===== src/rtl/int_alu_pkg.sv =====
package int_alu_pkg;

  typedef enum logic [3:0] {
    OP_MOVE  = 4'd0,
    OP_MOVEA = 4'd1,
    OP_LDQ   = 4'd2,
    OP_ADD   = 4'd3,
    OP_ADDA  = 4'd4,
    OP_ADDQ  = 4'd5,
    OP_ADDX  = 4'd6,
    OP_SUB   = 4'd7,
    OP_NEG   = 4'd8,
    OP_NEGX  = 4'd9,
    OP_CLR   = 4'd10,
    OP_SEXT  = 4'd11,
    OP_SWAP  = 4'd12
  } alu_op_e;

  // how an operation treats the condition codes
  typedef enum logic [1:0] {
    FL_KEEP  = 2'd0,
    FL_ARITH = 2'd1,
    FL_CHAIN = 2'd2,
    FL_LOGIC = 2'd3
  } flag_cls_e;

  localparam logic [1:0] SZ_BYTE = 2'b00;
  localparam logic [1:0] SZ_WORD = 2'b01;
  localparam logic [1:0] SZ_LONG = 2'b10;

  localparam int CC_X = 4;
  localparam int CC_N = 3;
  localparam int CC_Z = 2;
  localparam int CC_V = 1;
  localparam int CC_C = 0;
  localparam int CCW  = 5;

endpackage


===== src/rtl/alu_addsub.sv =====
module alu_addsub
  import int_alu_pkg::*;
#(
  parameter int DW = 32
) (
  input  logic [DW-1:0] a_i,
  input  logic [DW-1:0] b_i,
  input  logic          cin_i,
  input  logic          sub_i,
  input  logic [1:0]    size_i,
  output logic [DW-1:0] sum_o,
  output logic          cout_o,
  output logic          ovf_o
);

  localparam int NSZ = 3;

  logic [DW-1:0]  sum_k  [NSZ];
  logic [NSZ-1:0] cout_k;
  logic [NSZ-1:0] ovf_k;

  // one adder slice per operand size; carries are taken at each slice's top
  for (genvar k = 0; k < NSZ; k++) begin : g_slice
    localparam int W = DW >> (NSZ - 1 - k);
    logic [W-1:0] b_eff;
    logic         c_in;
    logic [W:0]   ext;

    assign b_eff = sub_i ? ~b_i[W-1:0] : b_i[W-1:0];
    assign c_in  = cin_i ^ sub_i;
    assign ext   = {1'b0, a_i[W-1:0]} + {1'b0, b_eff} + {{W{1'b0}}, c_in};

    assign cout_k[k] = ext[W] ^ sub_i;
    assign ovf_k[k]  = (a_i[W-1] == b_eff[W-1]) && (ext[W-1] != a_i[W-1]);
    if (W < DW) begin : g_pad
      assign sum_k[k] = {{(DW-W){1'b0}}, ext[W-1:0]};
    end else begin : g_full
      assign sum_k[k] = ext[W-1:0];
    end
  end

  always_comb begin
    case (size_i)
      SZ_BYTE: begin sum_o = sum_k[0]; cout_o = cout_k[0]; ovf_o = ovf_k[0]; end
      SZ_WORD: begin sum_o = sum_k[1]; cout_o = cout_k[1]; ovf_o = ovf_k[1]; end
      default: begin sum_o = sum_k[2]; cout_o = cout_k[2]; ovf_o = ovf_k[2]; end
    endcase
  end

endmodule


===== src/rtl/alu_unary.sv =====
module alu_unary
  import int_alu_pkg::*;
#(
  parameter int DW = 32
) (
  input  logic [3:0]    op_i,
  input  logic [1:0]    size_i,
  input  logic [DW-1:0] src_i,
  input  logic [DW-1:0] dst_i,
  input  logic [7:0]    imm_i,
  output logic [DW-1:0] res_o,
  output logic          sext_bad_o
);

  localparam int BW = DW / 4;
  localparam int HW = DW / 2;

  logic [DW-1:0] mask;
  logic [DW-1:0] sext_val;

  always_comb begin
    case (size_i)
      SZ_BYTE: mask = {{(DW-BW){1'b0}}, {BW{1'b1}}};
      SZ_WORD: mask = {{(DW-HW){1'b0}}, {HW{1'b1}}};
      default: mask = {DW{1'b1}};
    endcase
  end

  always_comb begin
    case (size_i)
      SZ_WORD: sext_val = {dst_i[DW-1:HW], {(HW-BW){dst_i[BW-1]}}, dst_i[BW-1:0]};
      default: sext_val = {{(DW-HW){dst_i[HW-1]}}, dst_i[HW-1:0]};
    endcase
  end

  assign sext_bad_o = (op_i == OP_SEXT) && (size_i == SZ_BYTE);

  always_comb begin
    case (op_i)
      OP_MOVE:  res_o = (dst_i & ~mask) | (src_i & mask);
      OP_MOVEA: res_o = src_i;
      OP_LDQ:   res_o = {{(DW-8){imm_i[7]}}, imm_i};
      OP_CLR:   res_o = dst_i & ~mask;
      OP_SEXT:  res_o = sext_bad_o ? dst_i : sext_val;
      OP_SWAP:  res_o = {dst_i[HW-1:0], dst_i[DW-1:HW]};
      default:  res_o = dst_i;
    endcase
  end

endmodule


===== src/rtl/alu_ccr.sv =====
module alu_ccr
  import int_alu_pkg::*;
(
  input  logic           clk_i,
  input  logic           rst_ni,
  input  logic           we_i,
  input  flag_cls_e      cls_i,
  input  logic           n_i,
  input  logic           z_i,
  input  logic           v_i,
  input  logic           c_i,
  output logic [CCW-1:0] ccr_o
);

  logic [CCW-1:0] ccr_q;
  logic [CCW-1:0] ccr_d;
  logic           upd;

  always_comb begin
    ccr_d = ccr_q;
    case (cls_i)
      FL_ARITH: begin
        ccr_d[CC_X] = c_i;
        ccr_d[CC_N] = n_i;
        ccr_d[CC_Z] = z_i;
        ccr_d[CC_V] = v_i;
        ccr_d[CC_C] = c_i;
      end
      FL_CHAIN: begin
        ccr_d[CC_X] = c_i;
        ccr_d[CC_N] = n_i;
        ccr_d[CC_Z] = z_i & ccr_q[CC_Z];
        ccr_d[CC_V] = v_i;
        ccr_d[CC_C] = c_i;
      end
      FL_LOGIC: begin
        ccr_d[CC_N] = n_i;
        ccr_d[CC_Z] = z_i;
        ccr_d[CC_V] = 1'b0;
        ccr_d[CC_C] = 1'b0;
      end
      default: ccr_d = ccr_q;
    endcase
  end

  assign upd = we_i && (cls_i != FL_KEEP);

  always_ff @(posedge clk_i or negedge rst_ni) begin
    if (!rst_ni) begin
      ccr_q <= '0;
    end else if (upd) begin
      ccr_q <= ccr_d;
    end
  end

  assign ccr_o = ccr_q;

endmodule


===== src/rtl/int_alu.sv =====
module int_alu
  import int_alu_pkg::*;
#(
  parameter int DW = 32
) (
  input  logic           clk_i,
  input  logic           rst_ni,
  input  logic [3:0]     op_i,
  input  logic [1:0]     size_i,
  input  logic [DW-1:0]  src_i,
  input  logic [DW-1:0]  dst_i,
  input  logic [7:0]     imm_i,
  input  logic           flag_we_i,
  output logic [DW-1:0]  result_o,
  output logic [CCW-1:0] ccr_o
);

  localparam int BW = DW / 4;
  localparam int HW = DW / 2;
  localparam int QW = 3;

  // reset: asserted at once, released through two flops
  logic [1:0] rst_sync_q;
  logic       rst_sync_n;

  always_ff @(posedge clk_i or negedge rst_ni) begin
    if (!rst_ni) begin
      rst_sync_q <= 2'b00;
    end else begin
      rst_sync_q <= {rst_sync_q[0], 1'b1};
    end
  end
  assign rst_sync_n = rst_sync_q[1];

  // adder operand steering
  logic [DW-1:0] as_a, as_b, as_sum;
  logic          as_cin, as_sub, as_cout, as_ovf;
  logic [DW-1:0] quick_lit;
  logic          x_cur;

  assign x_cur     = ccr_o[CC_X];
  assign quick_lit = (imm_i[QW-1:0] == '0) ? DW'(8) : {{(DW-QW){1'b0}}, imm_i[QW-1:0]};

  always_comb begin
    as_a   = dst_i;
    as_b   = src_i;
    as_cin = 1'b0;
    as_sub = 1'b0;
    case (op_i)
      OP_ADDX: as_cin = x_cur;
      OP_ADDQ: as_b   = quick_lit;
      OP_SUB:  as_sub = 1'b1;
      OP_NEG:  begin as_a = '0; as_b = dst_i; as_sub = 1'b1; end
      OP_NEGX: begin as_a = '0; as_b = dst_i; as_sub = 1'b1; as_cin = x_cur; end
      default: ;
    endcase
  end

  alu_addsub #(.DW(DW)) i_addsub (
    .a_i    (as_a),
    .b_i    (as_b),
    .cin_i  (as_cin),
    .sub_i  (as_sub),
    .size_i (size_i),
    .sum_o  (as_sum),
    .cout_o (as_cout),
    .ovf_o  (as_ovf)
  );

  logic [DW-1:0] un_res;
  logic          sext_bad;

  alu_unary #(.DW(DW)) i_unary (
    .op_i       (op_i),
    .size_i     (size_i),
    .src_i      (src_i),
    .dst_i      (dst_i),
    .imm_i      (imm_i),
    .res_o      (un_res),
    .sext_bad_o (sext_bad)
  );

  // size mask and merge of the adder value into the destination
  logic [DW-1:0] size_mask;
  logic [DW-1:0] arith_res;
  logic          is_arith;
  logic          is_chain;

  always_comb begin
    case (size_i)
      SZ_BYTE: size_mask = {{(DW-BW){1'b0}}, {BW{1'b1}}};
      SZ_WORD: size_mask = {{(DW-HW){1'b0}}, {HW{1'b1}}};
      default: size_mask = {DW{1'b1}};
    endcase
  end

  assign arith_res = (dst_i & ~size_mask) | (as_sum & size_mask);
  assign is_chain  = (op_i == OP_ADDX) || (op_i == OP_NEGX);
  assign is_arith  = (op_i == OP_ADD) || (op_i == OP_ADDQ) ||
                     (op_i == OP_SUB) || (op_i == OP_NEG) || is_chain;

  always_comb begin
    if (is_arith) begin
      result_o = arith_res;
    end else if (op_i == OP_ADDA) begin
      result_o = dst_i + src_i;
    end else begin
      result_o = un_res;
    end
  end

  // flag class and the size at which N and Z are read
  flag_cls_e  cls;
  logic [1:0] flag_sz;

  always_comb begin
    case (op_i)
      OP_ADD, OP_ADDQ, OP_SUB, OP_NEG:       cls = FL_ARITH;
      OP_ADDX, OP_NEGX:                      cls = FL_CHAIN;
      OP_MOVE, OP_LDQ, OP_CLR, OP_SWAP:      cls = FL_LOGIC;
      OP_SEXT:                               cls = sext_bad ? FL_KEEP : FL_LOGIC;
      default:                               cls = FL_KEEP;
    endcase
  end

  assign flag_sz = ((op_i == OP_LDQ) || (op_i == OP_SWAP)) ? SZ_LONG : size_i;

  logic res_n, res_z;

  always_comb begin
    case (flag_sz)
      SZ_BYTE: begin res_n = result_o[BW-1]; res_z = (result_o[BW-1:0] == '0); end
      SZ_WORD: begin res_n = result_o[HW-1]; res_z = (result_o[HW-1:0] == '0); end
      default: begin res_n = result_o[DW-1]; res_z = (result_o == '0); end
    endcase
  end

  alu_ccr i_ccr (
    .clk_i  (clk_i),
    .rst_ni (rst_sync_n),
    .we_i   (flag_we_i),
    .cls_i  (cls),
    .n_i    (res_n),
    .z_i    (res_z),
    .v_i    (as_ovf),
    .c_i    (as_cout),
    .ccr_o  (ccr_o)
  );

endmodule


===== config.mk =====
export PLATFORM = sky130hd
export DESIGN_NAME = int_alu
export DESIGN_NICKNAME = d
export VERILOG_FILES = /design/src/rtl/int_alu_pkg.sv /design/src/rtl/alu_addsub.sv /design/src/rtl/alu_unary.sv /design/src/rtl/alu_ccr.sv /design/src/rtl/int_alu.sv
export SDC_FILE = /design/constraint.sdc
export NUM_CORES = 1
export LEC_CHECK = 0
export CAP_MARGIN = 20
export CORE_MARGIN = 3
export CORE_UTILIZATION = 40
export CTS_CLUSTER_DIAMETER = 120
export DETAILED_ROUTE_END_ITERATION = 7
export PLACE_DENSITY = 0.73
export RECOVER_POWER = 25
export SLEW_MARGIN = 30
export SYNTH_ARGS = -nofsm -noshare
export SYNTH_HDL_FRONTEND = slang
export SYNTH_SLANG_ARGS = --single-unit

===== constraint.sdc =====
create_clock -name clk_i -period 12.8 [get_ports clk_i]
set_clock_uncertainty 0.2 [all_clocks]
set_input_delay 2.56 -clock clk_i [delete_from_list [all_inputs] [get_ports clk_i]]
set_output_delay 2.56 -clock clk_i [all_outputs]
set_load 0.005 [all_outputs]

==> results.sh <==
export IMPL_ant_nets=0
export IMPL_crit_path_max_incr_delay_ns=0.50
export IMPL_synth_top_area_share_pct=11.2
export IMPL_cts_buffers_inserted=3
export IMPL_clock_root_buffer="clkbuf_16"
export IMPL_power_internal_mw=0.286
export IMPL_syn_nets=1269
export IMPL_synth_cell_area_um2=7290
export IMPL_chipWidth_um=141
export IMPL_max_cap_violations=0
export IMPL_synth_seq_cells=7
export IMPL_power_switching_mw=0.305
export IMPL_most_common_flop_cell_mapped_by_yosys="dfrtp_1"
export IMPL_numClockSinks=7
export IMPL_async_flop_share_pct=100
export IMPL_area_occupied_by_multi_input_gates_um2=6640
export IMPL_final_fill_count=1856
export IMPL_die_area_um2=19900
export IMPL_power_density_cells_nw_per_um2=69.0
export IMPL_ys_types=94
export IMPL_synth_top_cells_by_area="ha_1 (11%), a21oi_1 (9.5%), nor2_1 (5.2%)"
export IMPL_synthMostInstantiatedCell="a21oi_1"
export IMPL_gp_congestion=1.06
export IMPL_yosys_warnings=0
export IMPL_path_type_of_the_worst_setup_path="in -> out"
export IMPL_setup_reg_to_reg_worst_slack_ns=7.65
export IMPL_path_buf_inv=5
export IMPL_final_period_utilization_pct=85.4
export IMPL_antennaDiodeCount=0
export IMPL_cts_root_to_sink_buffers=2
export IMPL_antenna_violations_before_repair=0
export IMPL_grt_max_degree=40
export IMPL_finalSetupViolations=0
export IMPL_timing_critical_path_from_type="input pin"
export IMPL_worst_endpoint_arrival_ns=8.17
export IMPL_netlist_instances=1120
export IMPL_route_final_wire_length_mm=31.4
export IMPL_via_count_of_the_first_global_routing_pass=8590
export IMPL_power_leakage_nw=3.32
export IMPL_die_height_um=141
export IMPL_post_drt_via_cell_ratio=6.78
export IMPL_wire_per_inst_um=22.4
export IMPL_cts_tree="yes"
export IMPL_synthesized_area_per_cell_um2=6.51
export IMPL_grt_setup_unrepaired="no"
export IMPL_setup_worst_path_end_class="output pin"
export IMPL_power_frac_comb_pct=86.0
export IMPL_via_count=9476
export IMPL_finalMaxSlewViolations=0
export IMPL_half_perimeter_wire_length_after_placement_mm=24.8
export IMPL_clock_power_share_pct=8.9
export IMPL_critical_path_required_ns=10.04
export IMPL_outcome="completed"
export IMPL_synth_yosys_seq_area_share_pct=2.40
export IMPL_detailedRoute_firstPassIterationCount=6
export IMPL_top_level_ports=118
export IMPL_slowest_stage="clkdlybuf4s50_1"
export IMPL_switching_share_pct=51.6
export IMPL_worst_slew_pin_slew_ns=0.916
export IMPL_global_route_overflow_total=0
export IMPL_area_delta_synth_final_pct=17.3
export IMPL_ys_top_cells_by_count="a21oi_1 (138), nor2_1 (101), nand2_1 (91)"
export IMPL_grt_total_usage_pct=30.1
export IMPL_ff_latch_area_um2=175
export IMPL_power_ir_vdd_worst_v=0.000142
export IMPL_drc_errors=0
export IMPL_drc_marker_count_from_the_first_detailed_route_iteration=1074
export IMPL_placement_io_buffers=117
export IMPL_maxSlewHeadroom_pct=38.7
export IMPL_grt_first_pass_wirelength_mm=48.6
export IMPL_fmaxAchievable_ghz=0.0915
export IMPL_post_route_cells_drive_above_1_share_pct=5.63
export IMPL_report_final_hold_viol_count=0
export IMPL_clk_pin_slew_worst_paths_ns=0.03
export IMPL_min_path_type="reg -> reg"
export IMPL_worstPathCellList="clkdlybuf4s50_1 -> buf_4 -> nor2b_1 -> nand2_2 -> buf_4 -> nor2_1 -> a221oi_1 -> nor2_1 -> a21oi_1 -> fa_1 -> inv_1 -> fa_1 -> a21o_1 -> a221o_2 -> o211ai_2 -> a21oi_1 -> a22oi_1 -> o21ai_0 -> a31o_2 -> mux2_2 -> o311a_2 -> clkdlybuf4s50_1"
export IMPL_number_of_enable_type_register_cells_in_the_synthesized_netlist=0
export IMPL_start_util_pct=41.4
export IMPL_critical_path_top_delay_family="compound AO/OA/AOI/OAI gates"
export IMPL_tns_ns=0
export IMPL_layout_nets=1323
export IMPL_power_frac_seq_pct=5.1
export IMPL_core_area_um2=17600
export IMPL_clk_latency_ns=0.23
export IMPL_cts_htree_levels=1
export IMPL_fin_crit_ns=10.93
export IMPL_placement_rows=48
export IMPL_synth_area_leader_cell="ha_1"
export IMPL_crit_path_max_fanout=39
export IMPL_worst_hold_slack_ns=0.149
==> area by class of cell <==
| cell class | count | share of cell area [%] |
|---|---|---|
| timing repair buffer | 132 | 15.0 |
| tap | 225 | 3.29 |
| sequential | 7 | 2.05 |
| clock buffer | 4 | 0.922 |
| inverter | 25 | 1.10 |
| multi-input combinational | 1005 | 77.6 |
==> power by group through the flow <==
stage                     Clock, mW  Sequential [mW]  Combinational [mW]
after global routing         0.0559           0.0303               0.549
after CTS                    0.0541           0.0302               0.497
after floorplan                   0           0.0298               0.315
after global placement            0           0.0303               0.490
after detailed placement          0           0.0310               0.493
final                        0.0528           0.0300               0.507
==> kinds of logic after synthesis <==
group | Yosys count | share of synthesized area [%]
muxes | 12 | 1.70
buffers and inverters | 108 | 6.74
AOI/OAI and AO/OA | 466 | 43.0
DFF | 7 | 2.40
other | 1 | 0.0514
xor gates and xnor gates | 42 | 5.04
and+or+nand+nor | 416 | 29.1
adders and majority gates | 68 | 12.0
==> path summary, 6_finish.rpt <==
kind | from | endpoint | depth (start not counted)
max in group asynchronous | rst_ni | rst_sync_q[1]$_DFF_PN0_ | 1
max reg2reg | i_ccr.ccr_o[4]$_DFFE_PN0P_ | i_ccr.ccr_o[2]$_DFFE_PN0P_ | 17
max | op_i[3] | result_o[30] | 22
min | rst_sync_q[0]$_DFF_PN0_ | rst_sync_q[1]$_DFF_PN0_ | 0
min reg2reg | rst_sync_q[0]$_DFF_PN0_ | rst_sync_q[1]$_DFF_PN0_ | 0
min in group asynchronous | rst_sync_q[1]$_DFF_PN0_ | i_ccr.ccr_o[4]$_DFFE_PN0P_ | 1
==> what timing repair did <==
action	in CTS	in global routing
hold endpoints to repair	5	0
hold buffers	1	0
resized for setup	0	0
buffers inserted	0	0
==> state kept, by name (all words and copies together) (netlist names) <==
| name | cells |
|---|---|
| i_ccr.ccr_o | 5 |
| rst_sync_q | 2 |
==> metrics by stage <==
stage	power [mW]	std cells	setup slack, ns	cell area [um^2]	utilization (%)
after detailed placement	0.524	1393	2.02	8460	48.1
after CTS	0.581	1398	2.00	8550	48.6
after global routing	0.635	1398	1.62	8550	48.6
after global placement	0.521	1393	2.10	8460	48.1
final	0.590	1398	1.87	8550	48.6
after floorplan	0.345	1120	3.47	7290	-
==> routing by layer <==
layer	share of wire (%)	global-route usage, %	up-vias
met2	43	46.8	582
met1	42	42.1	4386
met3	10	3.90	103
met5	0	0	-
met4	4.9	12.2	0
li1	-	-	4405
==> layout by cell type (no fill, tap or decap), types with 8 or more instances in the layout <==
cell type	Yosys	layout
a21oi_1	138	138
clkdlybuf4s50_1	0	112
nor2_1	101	100
nand2_1	91	90
o21ai_0	73	73
ha_1	65	65
nor3_1	55	55
a211oi_1	45	45
and2_1	36	36
a21o_1	26	26
inv_1	25	25
nand3_1	23	23
xor2_1	23	23
a22oi_1	19	19
xnor2_1	19	19
a31oi_1	16	16
a221oi_1	14	14
buf_4	7	14
nand2b_1	13	13
and3_1	12	12
nand4_1	12	12
nor2b_1	11	11
o211ai_1	11	11
o22ai_1	10	10
o21bai_1	10	10
or2_2	9	9
or3_1	9	9
o21a_1	9	9
mux2i_1	9	9
a221o_1	8	8
Note: power is estimated with default switching activity, not from simulation.
